<file path="config.mk">
export PLATFORM = sky130hd
export DESIGN_NAME = pwr_state_ctrl
export DESIGN_NICKNAME = d
export VERILOG_FILES = /design/src/rtl/pwr_state_pkg.sv /design/src/rtl/pwr_event_decode.sv /design/src/rtl/pwr_lock_timer.sv /design/src/rtl/pwr_cycle_gen.sv /design/src/rtl/pwr_state_ctrl.sv
export SDC_FILE = /design/constraint.sdc
export NUM_CORES = 1
export LEC_CHECK = 0
export BUFFER_PORTS_ARGS = -buffer_cell sky130_fd_sc_hd__buf_4
export CAP_MARGIN = 10
export CORE_MARGIN = 3
export CORE_UTILIZATION = 52
export DETAILED_ROUTE_END_ITERATION = 6
export GPL_TIMING_DRIVEN = 0
export HOLD_SLACK_MARGIN = 0.03
export PLACE_DENSITY_LB_ADDON = 0.1
export SYNTH_ARGS = -nofsm -noshare
export SYNTH_HDL_FRONTEND = slang
export SYNTH_SLANG_ARGS = --single-unit
</file>
<file path="constraint.sdc">
create_clock -name clk -period 1.9 [get_ports clk]
set_clock_uncertainty 0.2 [all_clocks]
set_input_delay 0.095 -clock clk [delete_from_list [all_inputs] [get_ports clk]]
set_output_delay 0.095 -clock clk [all_outputs]
set_load 0.01 [all_outputs]
</file>
<file path="src/rtl/pwr_state_pkg.sv">
package pwr_state_pkg;

  localparam int unsigned CODE_W = 3;

  typedef enum logic [2:0] {
    PS_RUN           = 3'd0,
    PS_HALTED        = 3'd1,
    PS_GRANT         = 3'd2,
    PS_CLKOFF        = 3'd3,
    PS_SNOOP         = 3'd4,
    PS_HALT_ANNOUNCE = 3'd5
  } pstate_e;

  typedef enum logic {
    CYC_HALT  = 1'b0,
    CYC_GRANT = 1'b1
  } cyc_e;

endpackage

</file>
<file path="src/rtl/pwr_event_decode.sv">
module pwr_event_decode #(
  parameter int unsigned      N_WAKE        = 4,
  parameter logic [N_WAKE-1:0] WAKE_LOW_MASK = '0,
  parameter int unsigned      N_HOLD        = 3,
  parameter logic [N_HOLD-1:0] HOLD_LOW_MASK = '0
) (
  input  logic [N_WAKE-1:0] wake_raw,
  input  logic [N_HOLD-1:0] hold_raw,
  input  logic              stop_req_n,
  input  logic              snoop_req_n,
  output logic              wake_evt,
  output logic              hold_any,
  output logic              stop_act,
  output logic              snoop_act
);

  logic [N_WAKE-1:0] wake_hi;
  logic [N_HOLD-1:0] hold_hi;

  // Normalise every source to active-high according to its polarity bit.
  genvar gi;
  generate
    for (gi = 0; gi < N_WAKE; gi++) begin : g_wake
      if (WAKE_LOW_MASK[gi]) begin : g_low
        assign wake_hi[gi] = ~wake_raw[gi];
      end else begin : g_high
        assign wake_hi[gi] = wake_raw[gi];
      end
    end
    for (gi = 0; gi < N_HOLD; gi++) begin : g_hold
      if (HOLD_LOW_MASK[gi]) begin : g_low
        assign hold_hi[gi] = ~hold_raw[gi];
      end else begin : g_high
        assign hold_hi[gi] = hold_raw[gi];
      end
    end
  endgenerate

  assign wake_evt  = |wake_hi;
  assign hold_any  = |hold_hi;
  assign stop_act  = ~stop_req_n;
  assign snoop_act = ~snoop_req_n;

endmodule

</file>
<file path="src/rtl/pwr_lock_timer.sv">
module pwr_lock_timer #(
  parameter int unsigned LOCK_TICKS = 64
) (
  input  logic clk,
  input  logic rst_n,
  input  logic count_en,
  input  logic clk_running,
  output logic lock_done
);

  localparam int unsigned        CNT_W = (LOCK_TICKS > 1) ? $clog2(LOCK_TICKS) : 1;
  localparam logic [CNT_W-1:0]   LAST  = CNT_W'(LOCK_TICKS - 1);

  logic [CNT_W-1:0] cnt_q;
  logic [CNT_W-1:0] cnt_d;
  logic             cnt_we;

  assign lock_done = count_en & clk_running & (cnt_q == LAST);

  always_comb begin
    cnt_we = count_en | (cnt_q != '0);
    if (!count_en || !clk_running || lock_done) begin
      cnt_d = '0;
    end else begin
      cnt_d = cnt_q + 1'b1;
    end
  end

  always_ff @(posedge clk or negedge rst_n) begin
    if (!rst_n) begin
      cnt_q <= '0;
    end else if (cnt_we) begin
      cnt_q <= cnt_d;
    end
  end

endmodule

</file>
<file path="src/rtl/pwr_cycle_gen.sv">
module pwr_cycle_gen
  import pwr_state_pkg::*;
(
  input  logic clk,
  input  logic rst_n,
  input  logic fire,
  input  cyc_e fire_type,
  output logic req,
  output cyc_e req_type
);

  logic req_q;
  cyc_e type_q;

  always_ff @(posedge clk or negedge rst_n) begin
    if (!rst_n) begin
      req_q <= 1'b0;
    end else begin
      req_q <= fire;
    end
  end

  always_ff @(posedge clk or negedge rst_n) begin
    if (!rst_n) begin
      type_q <= CYC_HALT;
    end else if (fire) begin
      type_q <= fire_type;
    end
  end

  assign req      = req_q;
  assign req_type = type_q;

endmodule

</file>
<file path="src/rtl/pwr_state_ctrl.sv">
module pwr_state_ctrl
  import pwr_state_pkg::*;
#(
  parameter int unsigned LOCK_TICKS = 64
) (
  input  logic              clk,
  input  logic              rst_n,
  input  logic              core_reset,
  input  logic              soft_reset,
  input  logic              halt_exec,
  input  logic              stop_req_n,
  input  logic              clk_running,
  input  logic              irq_maskable,
  input  logic              irq_nonmask,
  input  logic              irq_mgmt_n,
  input  logic              bus_hold_req,
  input  logic              addr_hold_req,
  input  logic              backoff_req_n,
  input  logic              snoop_req_n,
  output logic              bus_cyc_req,
  output logic              bus_cyc_type,
  output logic              bus_float,
  output logic              core_clk_en,
  output logic [CODE_W-1:0] state_code
);

  pstate_e st_q, st_d;
  pstate_e ret_q, ret_d;
  logic    from_halt_q, from_halt_d;
  logic    ret_we, from_halt_we;
  logic    fire;
  cyc_e    fire_type;
  cyc_e    req_type;

  logic wake_evt, hold_any, stop_act, snoop_act, lock_done;
  logic frozen;

  pwr_event_decode #(
    .N_WAKE        (4),
    .WAKE_LOW_MASK (4'b0100),
    .N_HOLD        (3),
    .HOLD_LOW_MASK (3'b100)
  ) u_decode (
    .wake_raw    ({soft_reset, irq_mgmt_n, irq_nonmask, irq_maskable}),
    .hold_raw    ({backoff_req_n, addr_hold_req, bus_hold_req}),
    .stop_req_n  (stop_req_n),
    .snoop_req_n (snoop_req_n),
    .wake_evt    (wake_evt),
    .hold_any    (hold_any),
    .stop_act    (stop_act),
    .snoop_act   (snoop_act)
  );

  pwr_lock_timer #(
    .LOCK_TICKS (LOCK_TICKS)
  ) u_lock (
    .clk         (clk),
    .rst_n       (rst_n),
    .count_en    (st_q == PS_CLKOFF),
    .clk_running (clk_running),
    .lock_done   (lock_done)
  );

  pwr_cycle_gen u_cyc (
    .clk       (clk),
    .rst_n     (rst_n),
    .fire      (fire),
    .fire_type (fire_type),
    .req       (bus_cyc_req),
    .req_type  (req_type)
  );

  // Next-state process
  always_comb begin
    st_d         = st_q;
    ret_d        = ret_q;
    from_halt_d  = from_halt_q;
    ret_we       = 1'b0;
    from_halt_we = 1'b0;
    fire         = 1'b0;
    fire_type    = CYC_HALT;
    if (core_reset) begin
      st_d         = PS_RUN;
      from_halt_d  = 1'b0;
      from_halt_we = 1'b1;
    end else begin
      unique case (st_q)
        PS_RUN: begin
          if (stop_act) begin
            st_d         = PS_GRANT;
            fire         = 1'b1;
            fire_type    = CYC_GRANT;
            from_halt_d  = 1'b0;
            from_halt_we = 1'b1;
          end else if (halt_exec) begin
            st_d      = PS_HALT_ANNOUNCE;
            fire      = 1'b1;
            fire_type = CYC_HALT;
          end
        end
        PS_HALT_ANNOUNCE: begin
          st_d = PS_HALTED;
        end
        PS_HALTED: begin
          if (wake_evt) begin
            st_d = PS_RUN;
          end else if (stop_act) begin
            st_d         = PS_GRANT;
            fire         = 1'b1;
            fire_type    = CYC_GRANT;
            from_halt_d  = 1'b1;
            from_halt_we = 1'b1;
          end else if (snoop_act) begin
            st_d   = PS_SNOOP;
            ret_d  = PS_HALTED;
            ret_we = 1'b1;
          end
        end
        PS_GRANT: begin
          if (!clk_running) begin
            st_d = PS_CLKOFF;
          end else if (!stop_act) begin
            if (from_halt_q) begin
              st_d      = PS_HALTED;
              fire      = 1'b1;
              fire_type = CYC_HALT;
            end else begin
              st_d = PS_RUN;
            end
          end else if (snoop_act) begin
            st_d   = PS_SNOOP;
            ret_d  = PS_GRANT;
            ret_we = 1'b1;
          end
        end
        PS_CLKOFF: begin
          if (lock_done) begin
            st_d = PS_GRANT;
          end
        end
        PS_SNOOP: begin
          st_d = ret_q;
        end
        default: begin
          st_d = PS_RUN;
        end
      endcase
    end
  end

  // Register process
  always_ff @(posedge clk or negedge rst_n) begin
    if (!rst_n) begin
      st_q <= PS_RUN;
    end else begin
      st_q <= st_d;
    end
  end

  always_ff @(posedge clk or negedge rst_n) begin
    if (!rst_n) begin
      ret_q <= PS_HALTED;
    end else if (ret_we) begin
      ret_q <= ret_d;
    end
  end

  always_ff @(posedge clk or negedge rst_n) begin
    if (!rst_n) begin
      from_halt_q <= 1'b0;
    end else if (from_halt_we) begin
      from_halt_q <= from_halt_d;
    end
  end

  assign frozen       = (st_q == PS_HALTED) | (st_q == PS_GRANT) | (st_q == PS_SNOOP);
  assign bus_float    = frozen & hold_any;
  assign core_clk_en  = (st_q == PS_SNOOP);
  assign bus_cyc_type = (req_type == CYC_GRANT);
  assign state_code   = (st_q == PS_HALT_ANNOUNCE) ? CODE_W'(PS_RUN) : CODE_W'(st_q);

endmodule

</file>
---- After elaboration in Yosys (flattened, before gate mapping) ----
Index checks and enable logic that the tools add are counted.
word-level totals
  register bits ........................... 15
  memories kept ........................... 0
  output and inout port bits .............. 7
  word-level logic and storage cells ...... 90
  memory bits (writable) .................. 0
  ROM bits ................................ 0
  bits in latches ......................... 0
  input bits .............................. 14
operators by class
  bitwise logic cells ..................... 9
  shifts and indexed selects .............. 0
  divide/modulo/power cells ............... 0
  mux-type cells .......................... 44
  reduce and logical (&&, ||, !) cells .... 13
  add/subtract/negate cells ............... 1
  multiply operators ...................... 0
  order comparisons ....................... 0
  equality and inequality tests ........... 17
operators with widths
  operator                                                                count
  3-bit two-way mux                                                       16
  1-bit two-way mux                                                       21
  3-bit one-hot mux with 6 select lines                                   1
  2-bit inequality test (second input constant)                           6
  3-bit inequality test (second input constant)                           4
  9-bit AND reduction                                                     1
  6-bit by 1-bit adder with 6-bit output (second input constant)          1
  3-bit by 2-bit equality test with 1-bit output (second input constant)  2
  3-bit equality test (second input constant)                             2
  6-bit equality test (second input constant)                             1
  6-bit two-way mux                                                       1
  1-bit one-hot mux with 2 select lines                                   3
  3-bit one-hot mux with 2 select lines                                   1
  6-bit nonzero test                                                      1
  5-bit AND reduction                                                     1
  4-bit inequality test (second input constant)                           1
  4-bit OR reduction                                                      1
  1-bit bitwise AND                                                       3
  3-bit by 1-bit equality test with 1-bit output (second input constant)  1
  3-bit zero test                                                         1
  1-bit NOT                                                               3
  1-bit bitwise OR                                                        3
  1-bit one-hot mux with 3 select lines                                   1
  3-bit nonzero test                                                      1
  5 further kinds                                                         7

---- Logic depth before layout (Yosys ltp) ----
  word-level depth ........................ 6
  depth in mapped cells ................... 5
  mapped depth without buffers ............ 4

---- Modules after synthesis ----
A second synthesis with hierarchy kept.
unflattened totals
  cell total of the unflattened synthesis .. 106
  area total of the unflattened synthesis .. 967.2 um2
modules (own cells, without submodules)
  module            instances  area each (um2)  cells each  seq. area each (um2)
  pwr_state_ctrl    1          558.0            68          151.4
  pwr_lock_timer    1          317.8            31          150.1
  pwr_cycle_gen     1          65.1             3           50.0
  pwr_event_decode  1          26.3             4           0.0

---- Worst setup path after synthesis ----
Ideal clock, no wire load.
  path kind ............................... register to output
  from .................................... register st_q[1]
  to ...................................... output bus_float
  path buffers ............................ 1
  arrival time ............................ 1.354 ns
  stages on the path, launching flop included .. 4
  slack ................................... 0.251 ns
  cell sequence ........................... dfrtp_1 > buf_2 > nor3b_1 > a2bb2oi_1
between the ends
  elaborated cells on any way between the ends .. 6
  classes of those cells .................. eq/ne (3); bitwise (3)
RTL lines
  what                      line                   RTL
  start: declaration        pwr_state_ctrl.sv:27   pstate_e st_q, st_d;
  start signal: assignment  pwr_state_ctrl.sv:156  st_q <= st_d;
  3-bit equality test       n/a
  named net core_clk_en     pwr_state_ctrl.sv:23   output logic core_clk_en,
  1-bit bitwise OR          pwr_state_ctrl.sv:176  assign frozen = (st_q == PS_HALTED) | (st_q == PS_GRANT) | (st_q == PS_SNOOP);
  1-bit bitwise AND         pwr_state_ctrl.sv:177  assign bus_float = frozen & hold_any;
  end: declaration          pwr_state_ctrl.sv:22   output logic bus_float,
The timed path passes the listed nets, and every way through them passes these cells.

---- Worst setup path in the final report ----
  from .................................... register st_q[0]
  to ...................................... output bus_float
between the ends
  longest elaborated chain between the ends .. 4
  elaborated cells on any way between the ends .. 6
  classes of those cells .................. eq/ne (3); bitwise (3)
RTL lines
  what                                                                                                                     line
  3-bit by 1-bit equality test with 1-bit output / 3-bit by 2-bit equality test with 1-bit output (equally long branches)  pwr_state_ctrl.sv:176
  1-bit bitwise OR                                                                                                         pwr_state_ctrl.sv:176
  1-bit bitwise OR *                                                                                                       pwr_state_ctrl.sv:176
  1-bit bitwise AND *                                                                                                      pwr_state_ctrl.sv:177
Every way passes the cells marked *; elsewhere a longest branch is shown, timed or not.

==> impl_metrics.yaml <==
status:
  status: "complete, no violations"
worst_hold_path:
  hold_depth: 4
  hold_start: "irq_mgmt_n"
  hold_end: "u_cyc.req"
  hold_path_class: "input port to flop"
clocking:
  clkTransAtPathRegs_ps: 90
  cts_tree: "yes"
  insertion_delay_ps: 290
  cts-buffers-inserted: 3
  clock_sinks: 14
  htree_num_levels: 1
  cts_max_path_buffers: 2
  root_buffer: "clkbuf_4"
sta:
  drv_slew: 0
  period_needed_ps: 1880
  relSlewSlack_pct: 61.0
  worst_pin_slew_ps: 583
  finalSetupViolations: 0
  finalHoldViolations: 0
  holdWs_ps: 39.9
  fin_crit_sh_pct: 98.7
  fmax_ghz: 0.533
route:
  met1_length_mm: 1.13
  vias: 981
  route.met3.wl_um: 176
  wl_mm: 2.63
  avgRoutedWirePerCell_um: 16.3
  drt_iter0_drc: 42
  drt-pass1-iter-count: 4
  wl_met2_mm: 1.27
  via_per_inst: 6.09
  top_layer: "met4"
  drc: 0
  postRouteAntennaNets: 0
floorplan:
  die_x_um: 48.6
  dieArea_um2: 2360
  num_rows: 14
  fp.dieH_um: 48.6
  start_util_pct: 58.5
  core_region_area_um2: 1610
  pin_count: 21
yosys:
  synth_nets: 117
  yosys.cell_types.count: 47
  yosysSeqAreaShare_pct: 37.3
  async_reset_ff_share_pct: 100
  synth_top_cell_by_area: "dfrtp_1"
  synth-edff-count: 0
  synth.area.top_cells: "dfrtp_1, nand4_1, o21ai_0"
  ys_seq_elements: 14
  syn_inst: 101
  netlist_area_um2: 942
  syn_area_per_cell_um2: 9.33
  ys.flop_type: "dfrtp_1"
  yosysWarnings: 0
  synth_top_area_share_pct: 34.5
setup_path:
  critPathKind: "flop to primary output"
  r2r_slack_ps: 190
  cp.arrival_ps: 1580
  r2r-end: "st_q[1]"
  reg2reg_from: "st_q[1]"
  crit_start: "st_q[0]"
  start_kind: "flop"
  cp_max_fo: 10
  ff2ff_path_depth: 4
  endpoint_kind: "primary output"
  worst_ep_required_time_ps: 1600
pwr:
  powerDensity_nw_per_um2: 748
  p_leak_nw: 0.556
  switching_share_pct: 33.9
  p_total_uw: 972
  p_clk_share_pct: 23.4
  combPwrFrac_pct: 37.8
  power_frac_seq_pct: 38.8
  p_int_uw: 642
  p_sw_uw: 330
  max-vdd-ir-drop_uv: 690
placement:
  hpwl_mm: 1.64
  port_buffers: 20
  place_congestion: 0.844
final_layout:
  multi_input_area_um2: 547
  nFillCells: 103
  num_antenna_cells: 0
  nets: 154
  area_growth_pct: 37.8
  ff_latch_area_um2: 353
  drive_gt1_share_pct: 30.7
grt:
  grt_pass1_vias: 929
  overflow: 0
  antenna_found_initial: 0
  track_usage_pct: 23.0
  grt_max_degree: 14
  grt_pass1_wl_mm: 4.22
flow_run:
  drv_cap: 0
worst max path at each step:
stage / to
floorplan: bus_float
global placement: bus_float
detailed placement: u_lock.cnt_q[0]
CTS: bus_float
global route: bus_float
finish: bus_float
per-layer routing:
metal  up-vias  global-route usage (%)
met5         -                       0
met4         0                    8.53
met1       475                    29.5
met2        53                    38.8
li1        445                       -
met3         8                    3.99
power groups by stage:
stage               combinational (mW)  clock, mW  sequential, mW
finish                           0.367      0.227           0.377
global route                     0.400      0.249           0.384
CTS                              0.327      0.227           0.375
detailed placement               0.308          0           0.380
global placement                 0.300          0           0.378
floorplan                        0.193          0           0.377
registers in the layout, indices dropped and copies added (netlist names):
name            count
u_cyc.req_type      1
ret_q               2
from_halt_q         1
st_q                3
u_lock.cnt_q        6
u_cyc.req           1
synth_stat cells (2+ instances only):
master   number
dfrtp_1      13
inv_1         7
o21ai_0       6
a21oi_1       5
nand3_1       5
nand4_1       5
buf_2         4
nand2_1       4
nor2_1        4
nor3b_1       4
a211o_1       2
a31oi_1       2
and2_1        2
ha_1          2
nor2b_1       2
nor4_1        2
xnor2_1       2
critical path, cell delays in order, from the launching register on:
cell and delay, ps:
dfrtp_1 380, buf_6 140, buf_6 140, xnor2_1 120, nor2_1 180, a2bb2oi_2 180
buf_4 140
stage by stage:
stage	area (um2)	TNS [ps]	util (%)	setup slack [ps]	std cells
after global placement	1120	0	69.6	239	145
after CTS	1250	0	77.8	39.0	158
after global routing	1300	-7.16	80.6	-7.16	161
after floorplan	942	0	-	251	101
after detailed placement	1120	0	69.6	180	145
final	1300	0	80.6	24.6	161
cell type report:
cell class,count,area share (%)
Multi-Input combinational cell,74,42.1
Sequential cell,14,27.2
Buffer,6,3.37
Inverter,7,2.02
Tap cell,24,2.31
Timing Repair Buffer,32,20.2
Clock buffer,4,2.79
logic make-up (layout without fill, tap and decap cells):
family                     count (synthesis)  in the layout  share of synthesized area, %
and+or+nand+nor                           39             39                          28.3
xor gates and xnor gates                   3              3                          2.79
adders and majority gates                  2              2                          2.66
AOI/OAI and AO/OA                         29             29                          21.4
muxes                                      1              1                          1.06
buffers and inverters                     13             49                          6.51
DFF                                       14             14                          37.3
cells in the final DEF (no fill, tap or decap), types with 2 or more instances in the layout:
cell	synthesis	routed
dfrtp_1	13	12
nand3_1	5	5
buf_6	1	2
nand4_1	5	5
nand2_1	4	4
nor4_1	2	2
clkbuf_4	0	3
o21ai_1	1	2
buf_2	4	2
a211o_1	2	2
nor3b_1	4	3
ha_1	2	2
xnor2_1	2	2
a31oi_1	2	2
buf_4	0	24
nor2_1	4	4
dlygate4sd3_1	0	9
nor2b_1	2	2
a21oi_1	5	5
and2_1	2	2
inv_1	7	7
o21ai_0	6	5
what timing repair did:
| item | in CTS | in global routing |
|---|---|---|
| pin swaps | 0 | 2 |
| endpoints found under the hold margin | 22 | 0 |
| setup buffers | 0 | 3 |
| gates resized for setup | 1 | 9 |
| endpoints found under the setup margin | 1 | 3 |
| hold buffers | 9 | 0 |
No activity file was read; power rests on OpenSTA's default activity.
